`src/rtl/smbto_pkg.sv`:
```
package smbto_pkg;
  localparam int NF     = 4;
  localparam int F_LOW  = 0;
  localparam int F_IDLE = 1;
  localparam int F_SDA  = 2;
  localparam int F_MEXT = 3;
  localparam int BYTE_BITS = 9;
endpackage

```
`src/rtl/smbto_counter.sv`:
```
module smbto_counter #(
  parameter int CW = 8
) (
  input  logic          clk,
  input  logic          rst,
  input  logic [CW-1:0] thr,
  input  logic          inc,
  input  logic          clr,
  output logic          hit
);
  logic [CW-1:0] cnt;
  logic          armed;

  assign armed = (thr != '0);
  assign hit   = armed && inc && !clr && (cnt == thr - 1'b1);

  always_ff @(posedge clk) begin
    if (rst)                             cnt <= '0;
    else if (clr)                        cnt <= '0;
    else if (inc && armed && cnt < thr)  cnt <= cnt + 1'b1;
  end

  // count never grows once it has reached the threshold
  p_hold_at_limit_r2: assert property (@(posedge clk) disable iff (rst)
    (inc && !clr && cnt >= thr) |=> (cnt <= $past(cnt)));
endmodule

```
`src/rtl/smbto_bus_events.sv`:
```
module smbto_bus_events #(
  parameter int BITS = 9
) (
  input  logic clk,
  input  logic rst,
  input  logic scl,
  input  logic sda,
  input  logic busy,
  input  logic resync,
  output logic start_ev,
  output logic stop_ev,
  output logic byte_end
);
  localparam int BW = $clog2(BITS + 1);

  logic          scl_q, sda_q, rise;
  logic [BW-1:0] bitcnt;

  assign rise     = scl && !scl_q;
  assign start_ev = scl && scl_q && sda_q && !sda;
  assign stop_ev  = scl && scl_q && !sda_q && sda;
  assign byte_end = rise && busy && (bitcnt == BW'(BITS - 1));

  always_ff @(posedge clk) begin
    if (rst) begin
      scl_q  <= 1'b1;
      sda_q  <= 1'b1;
      bitcnt <= '0;
    end else begin
      scl_q <= scl;
      sda_q <= sda;
      if (start_ev || stop_ev || resync) bitcnt <= '0;
      else if (byte_end)                 bitcnt <= '0;
      else if (rise && busy)             bitcnt <= bitcnt + 1'b1;
    end
  end

  // bit position stays within one byte plus acknowledge
  p_bitcnt_range_r10: assert property (@(posedge clk) disable iff (rst)
    bitcnt < BW'(BITS));
endmodule

```
`src/rtl/smbus_timeout_mon.sv`:
```
module smbus_timeout_mon
  import smbto_pkg::*;
#(
  parameter int CW = 8
) (
  input  logic          clk,
  input  logic          rst,
  input  logic          scl,
  input  logic          sda,
  input  logic          is_master,
  input  logic          self_stretch,
  input  logic [CW-1:0] thr_low,
  input  logic [CW-1:0] thr_high,
  input  logic [CW-1:0] thr_sda,
  input  logic [CW-1:0] thr_mext,
  input  logic [NF-1:0] irq_en,
  input  logic [NF-1:0] flag_clr,
  output logic [NF-1:0] flags,
  output logic          idle_mid,
  output logic          busy,
  output logic          irq,
  output logic          stop_req,
  output logic          slave_reset
);
  logic start_ev, stop_ev, byte_end;
  logic hit_low, hit_high, hit_sda, hit_mext;
  logic c_low, c_high, c_sda, c_mext;
  logic [NF-1:0] set_v, flags_d;

  assign c_low  = !scl;
  assign c_high = scl && sda;
  assign c_sda  = scl && !sda;
  assign c_mext = is_master && self_stretch && !scl;

  smbto_bus_events #(.BITS(BYTE_BITS)) u_events (
    .clk(clk), .rst(rst), .scl(scl), .sda(sda), .busy(busy),
    .resync(slave_reset), .start_ev(start_ev), .stop_ev(stop_ev),
    .byte_end(byte_end)
  );

  smbto_counter #(.CW(CW)) u_cnt_low (
    .clk(clk), .rst(rst), .thr(thr_low), .inc(c_low), .clr(!c_low), .hit(hit_low));
  smbto_counter #(.CW(CW)) u_cnt_high (
    .clk(clk), .rst(rst), .thr(thr_high), .inc(c_high), .clr(!c_high), .hit(hit_high));
  smbto_counter #(.CW(CW)) u_cnt_sda (
    .clk(clk), .rst(rst), .thr(thr_sda), .inc(c_sda), .clr(!c_sda), .hit(hit_sda));
  smbto_counter #(.CW(CW)) u_cnt_mext (
    .clk(clk), .rst(rst), .thr(thr_mext), .inc(c_mext),
    .clr(byte_end || start_ev || stop_ev), .hit(hit_mext));

  always_comb begin
    set_v         = '0;
    set_v[F_LOW]  = hit_low || hit_mext;
    set_v[F_IDLE] = hit_high;
    set_v[F_SDA]  = hit_sda;
    set_v[F_MEXT] = hit_mext;
    flags_d       = (flags & ~flag_clr) | set_v;
  end

  always_ff @(posedge clk) begin
    if (rst) begin
      flags       <= '0;
      irq         <= 1'b0;
      busy        <= 1'b0;
      idle_mid    <= 1'b0;
      stop_req    <= 1'b0;
      slave_reset <= 1'b0;
    end else begin
      flags       <= flags_d;
      irq         <= |(flags_d & irq_en);
      slave_reset <= hit_low && !is_master;
      if (hit_high)      busy <= 1'b0;
      else if (start_ev) busy <= 1'b1;
      else if (stop_ev)  busy <= 1'b0;
      if (hit_high && busy)     idle_mid <= 1'b1;
      else if (flag_clr[F_IDLE]) idle_mid <= 1'b0;
      if (hit_low && is_master) stop_req <= 1'b1;
      else if (stop_ev)         stop_req <= 1'b0;
    end
  end

  // a set flag stays set without a clear pulse
  for (genvar i = 0; i < NF; i++) begin : g_sticky
    p_sticky_r11: assert property (@(posedge clk) disable iff (rst)
      (flags[i] && !flag_clr[i]) |=> flags[i]);
  end

  // a START marks the bus busy
  p_busy_start_r6: assert property (@(posedge clk) disable iff (rst)
    start_ev |=> busy);

  // stretch budget overrun also raises the clock-low flag
  p_mext_low_r9: assert property (@(posedge clk) disable iff (rst)
    $rose(flags[F_MEXT]) |-> flags[F_LOW]);

  // interrupt tracks enabled flags
  p_irq_r12: assert property (@(posedge clk) disable iff (rst)
    irq == |(flags & $past(irq_en)));

  // slave reset request is a single-cycle pulse
  p_slave_pulse_r4: assert property (@(posedge clk) disable iff (rst)
    slave_reset |=> !slave_reset);

  // stop requests come only from the master role
  p_stop_master_r3: assert property (@(posedge clk) disable iff (rst)
    $rose(stop_req) |-> $past(is_master));
endmodule

```
`config.mk`:
```
export PLATFORM = sky130hd
export DESIGN_NAME = smbus_timeout_mon
export DESIGN_NICKNAME = d
export VERILOG_FILES = /design/src/rtl/smbto_pkg.sv /design/src/rtl/smbto_counter.sv /design/src/rtl/smbto_bus_events.sv /design/src/rtl/smbus_timeout_mon.sv
export SDC_FILE = /design/constraint.sdc
export NUM_CORES = 1
export LEC_CHECK = 0
export ABC_AREA = 0
export BUFFER_PORTS_ARGS = -buffer_cell sky130_fd_sc_hd__clkbuf_2
export CORE_MARGIN = 4
export CORE_UTILIZATION = 33
export CTS_BUF_LIST = sky130_fd_sc_hd__clkbuf_8
export CTS_CLUSTER_DIAMETER = 150
export DETAILED_ROUTE_END_ITERATION = 8
export GPL_ROUTABILITY_DRIVEN = 0
export SLEW_MARGIN = 40
export SYNTH_ARGS = -nofsm -noshare
export SYNTH_HDL_FRONTEND = slang
export SYNTH_SLANG_ARGS = --single-unit
```
`constraint.sdc`:
```
create_clock -name clk -period 3.7 [get_ports clk]
set_input_delay 0.37 -clock clk [delete_from_list [all_inputs] [get_ports clk]]
set_output_delay 0.37 -clock clk [all_outputs]
set_load 0.1 [all_outputs]
```
==> results.py <==
metrics = {
    "final_layout": {
        "nNetsFinal": 632,
        "synthToLayoutAreaGrowth_pct": 13.46,
        "layout-drive-gt1-share_pct": 15.41,
        "multi_input_area_um2": 2760,
        "final_cell_mix": "clkbuf_2, inv_1, dfxtp_1",
        "n_fill_cell": 1193,
        "final_common_cell": "clkbuf_2",
        "regArea_um2": 940.9,
        "fin_util_pct": 38.58,
        "diodes": 0,
    },
    "power_and_ir_drop": {
        "pwr-share-clk_pct": 36.1,
        "power_frac_comb_pct": 17.1,
        "ir_drop_mv": 0.1229,
        "p_sw_uw": 309.5,
        "p_sw_share_pct": 28.15,
        "p_seq_share_pct": 46.8,
        "leakage_uw": 0.001772,
        "p_int_uw": 790.0,
        "pwr_density_cell_nw_per_um2": 246.4,
    },
    "clocking": {
        "cts_buffers": 5,
        "clk_path_buf_depth": 2,
        "clk_latency_ns": 0.31,
        "htree_levels": 2,
        "clk_pin_slew_worst_paths_ns": 0.09,
        "ctsRootBufferMaster": "clkbuf_8",
        "numClockSinks": 47,
        "cts_hold_buf": 0,
        "cts_resized": 0,
        "postCtsSetupBuffers": 0,
        "cts_tree": "done",
    },
    "sta": {
        "final_hold_viol_count": 0,
        "setup_viol": 0,
        "fin_crit_ns": 2.395,
        "finalClockSkew_ns": 0.008032,
        "rsz0062_at_grt": "no",
        "max-slew-margin-rel_pct": 48.24,
        "max_freq_mhz": 417.6,
        "slew_viol_final": 0,
        "tns_ns": 0,
        "hold_slack_ns": 0.2941,
        "tightestPinTransition_ns": 0.7752,
        "finalCritPeriodShare_pct": 64.72,
    },
    "setup_path": {
        "cpMostUsedCell": "o21a_1",
        "path_buf_inv": 0,
        "critPathArrivalTime_ns": 2.60,
        "path_cells": "ha_1 -> nor2b_1 -> o21a_1 -> o21a_1 -> o211ai_1 -> a21oi_2 -> nor4_1 -> mux2_2",
        "rr_worst_depth": 8,
        "crit_family": "compound AO/OA/AOI/OAI gates",
        "r2r_slack_ns": 1.31,
        "cp_max_fo": 13,
        "cp_data_required_time_ns": 3.91,
        "slowest_delay_ns": 0.47,
        "regToRegStartpoint": "u_cnt_mext.cnt[1]$_SDFFE_PP0P_",
        "critPathKind": "reg -> reg",
        "critPathSlowestCell": "dfxtp_1",
        "timing.rr.end": "u_cnt_mext.cnt[5]$_SDFFE_PP0P_",
        "end_kind": "flip-flop",
        "startpoint_type": "flip-flop",
    },
    "routing": {
        "drt_wl_total_um": 9070,
        "vias_per_cell": 5.365,
        "drt-initial-drc-count": 110,
        "highest_layer": "met4",
        "drcViolationCount": 0,
        "drtAntennaViolNets": 0,
        "vias": 3691,
        "post_drt_wl_per_cell_um": 13.18,
        "wl_met2_um": 4192,
        "wl_met3_um": 409,
        "drtPass1Iterations": 4,
        "met1_length_um": 4370,
    },
    "floorplanning": {
        "core_area_um2": 11560,
        "pin_count": 55,
        "die-height_um": 117.2,
        "die_width_um": 117.2,
        "dieArea_um2": 13730,
        "rows": 39,
        "initial_core_util_pct": 34.00,
    },
    "synth": {
        "syn-cell-area_um2": 3933,
        "synth-xor-area-share_pct": 8.241,
        "synth-compound-area-share_pct": 21.73,
        "synthSimpleGateAreaFrac_pct": 25.36,
        "yosys-mux-area-fraction_pct": 1.304,
        "ys_types": 57,
        "synth.avg_cell_area_um2": 7.993,
        "synth_edf_count": 0,
        "async_reset_ff_share_pct": 0,
        "synth_top_family_by_area": "simple AND/OR/NAND/NOR gates",
        "syn_inst": 492,
        "synth_seq_area_share_pct": 23.93,
        "yosys_register_bits": 47,
        "syn-num-nets": 580,
        "synth-main-ff-cell": "dfxtp_1",
        "yosysWarnings": 0,
        "synth_fa_ha_area_share_pct": 13.36,
    },
    "global_routing": {
        "grt_pass1_vias": 3496,
        "antenna_found_initial": 0,
        "grt_use_total_pct": 14.04,
        "overflow": 0,
        "grt_max_degree": 17,
        "grt_pass1_wl_um": 15720,
    },
    "place": {
        "port_buffers": 54,
        "hpwl_um": 7424,
    },
    "flow_run": {
        "maxCapViolCount": 0,
    },
    "worst_hold_path": {
        "hold-path-cell-count": 2,
        "min_to": "slave_reset$_SDFF_PP0_",
        "hold_class": "in -> reg",
        "min_from": "is_master",
    },
    "outcome": {
        "status": "finished clean",
    },
}
-- cells in the mapped netlist, drive strengths merged, types with 15 or more instances --
library cell / count / area share [%]
a21oi: 40 / 5.1
dfxtp: 47 / 24
ha: 42 / 13
inv: 48 / 4.6
nand2: 31 / 3.0
nand3: 24 / 3.1
nor2: 24 / 2.3
o21ai: 23 / 2.9
o31ai: 22 / 4.3
or4: 19 / 3.6
xnor2: 22 / 4.9
xor2: 15 / 3.3
-- state kept, by name, indices dropped and copies added (netlist names) --
name,cells
u_cnt_high.cnt,8
stop_req,1
busy,1
irq,1
idle_mid,1
u_cnt_sda.cnt,8
u_events.sda_q,1
u_events.bitcnt,4
u_events.scl_q,1
flags,4
u_cnt_mext.cnt,8
slave_reset,1
u_cnt_low.cnt,8
-- worst max-delay path by stage --
| stage | endpoint | startpoint | slack [ns] | cells after the start |
|---|---|---|---|---|
| CTS | u_cnt_mext.cnt[5]$_SDFFE_PP0P_ | u_cnt_mext.cnt[1]$_SDFFE_PP0P_ | 1.18 | 8 |
| global route | u_cnt_mext.cnt[5]$_SDFFE_PP0P_ | u_cnt_mext.cnt[1]$_SDFFE_PP0P_ | 1.10 | 8 |
| detailed placement | u_cnt_mext.cnt[5]$_SDFFE_PP0P_ | thr_mext[1] | 1.13 | 10 |
| global placement | u_cnt_mext.cnt[5]$_SDFFE_PP0P_ | thr_mext[1] | 1.21 | 10 |
| floorplan | u_cnt_mext.cnt[5]$_SDFFE_PP0P_ | busy$_SDFFE_PP0P_ | 1.33 | 5 |
| finish | u_cnt_mext.cnt[5]$_SDFFE_PP0P_ | u_cnt_mext.cnt[1]$_SDFFE_PP0P_ | 1.31 | 8 |
-- final cells by class --
type	count	area share, %
multi-input combinational	386	61.86
clock inverter	3	1.066
inverter	48	4.038
tap	143	4.010
clock buffer	5	1.542
timing repair buffer	56	6.394
sequential	47	21.09
-- cell families after synthesis --
logic type                 Yosys count
buffers and inverters               59
adders and majority gates           42
xor gates and xnor gates            37
muxes                                5
and+or+nand+nor                    172
AOI/OAI and AO/OA                  130
DFF                                 47
-- metrics by stage --
stage,total power (µW),worst slack (ns),std cells,cell area [µm²]
final,1099,1.305,688,4462
after global routing,1166,1.095,688,4462
after CTS,1118,1.182,688,4454
after detailed placement,715.3,1.126,680,4338
after global placement,708.7,1.206,680,4338
after floorplan,648.5,1.326,492,3933
-- routing by layer --
layer / track usage (%) / vias up
met4: 3.670 / 0
met5: 0 / -
met2: 24.10 / 62
met1: 17.97 / 1712
li1: - / 1910
met3: 2.828 / 7
-- power groups by stage --
| stage | registers (µW) | logic (µW) | clock network (µW) |
|---|---|---|---|
| 2_1_floorplan | 533 | 116 | 0 |
| 3_3_place_gp | 526 | 182 | 0 |
| 3_5_place_dp | 526 | 189 | 0 |
| 4_1_cts | 515 | 190 | 413 |
| 5_1_grt | 516 | 214 | 436 |
| 6_report | 515 | 188 | 397 |
Note: power is estimated with default switching activity, not from simulation.
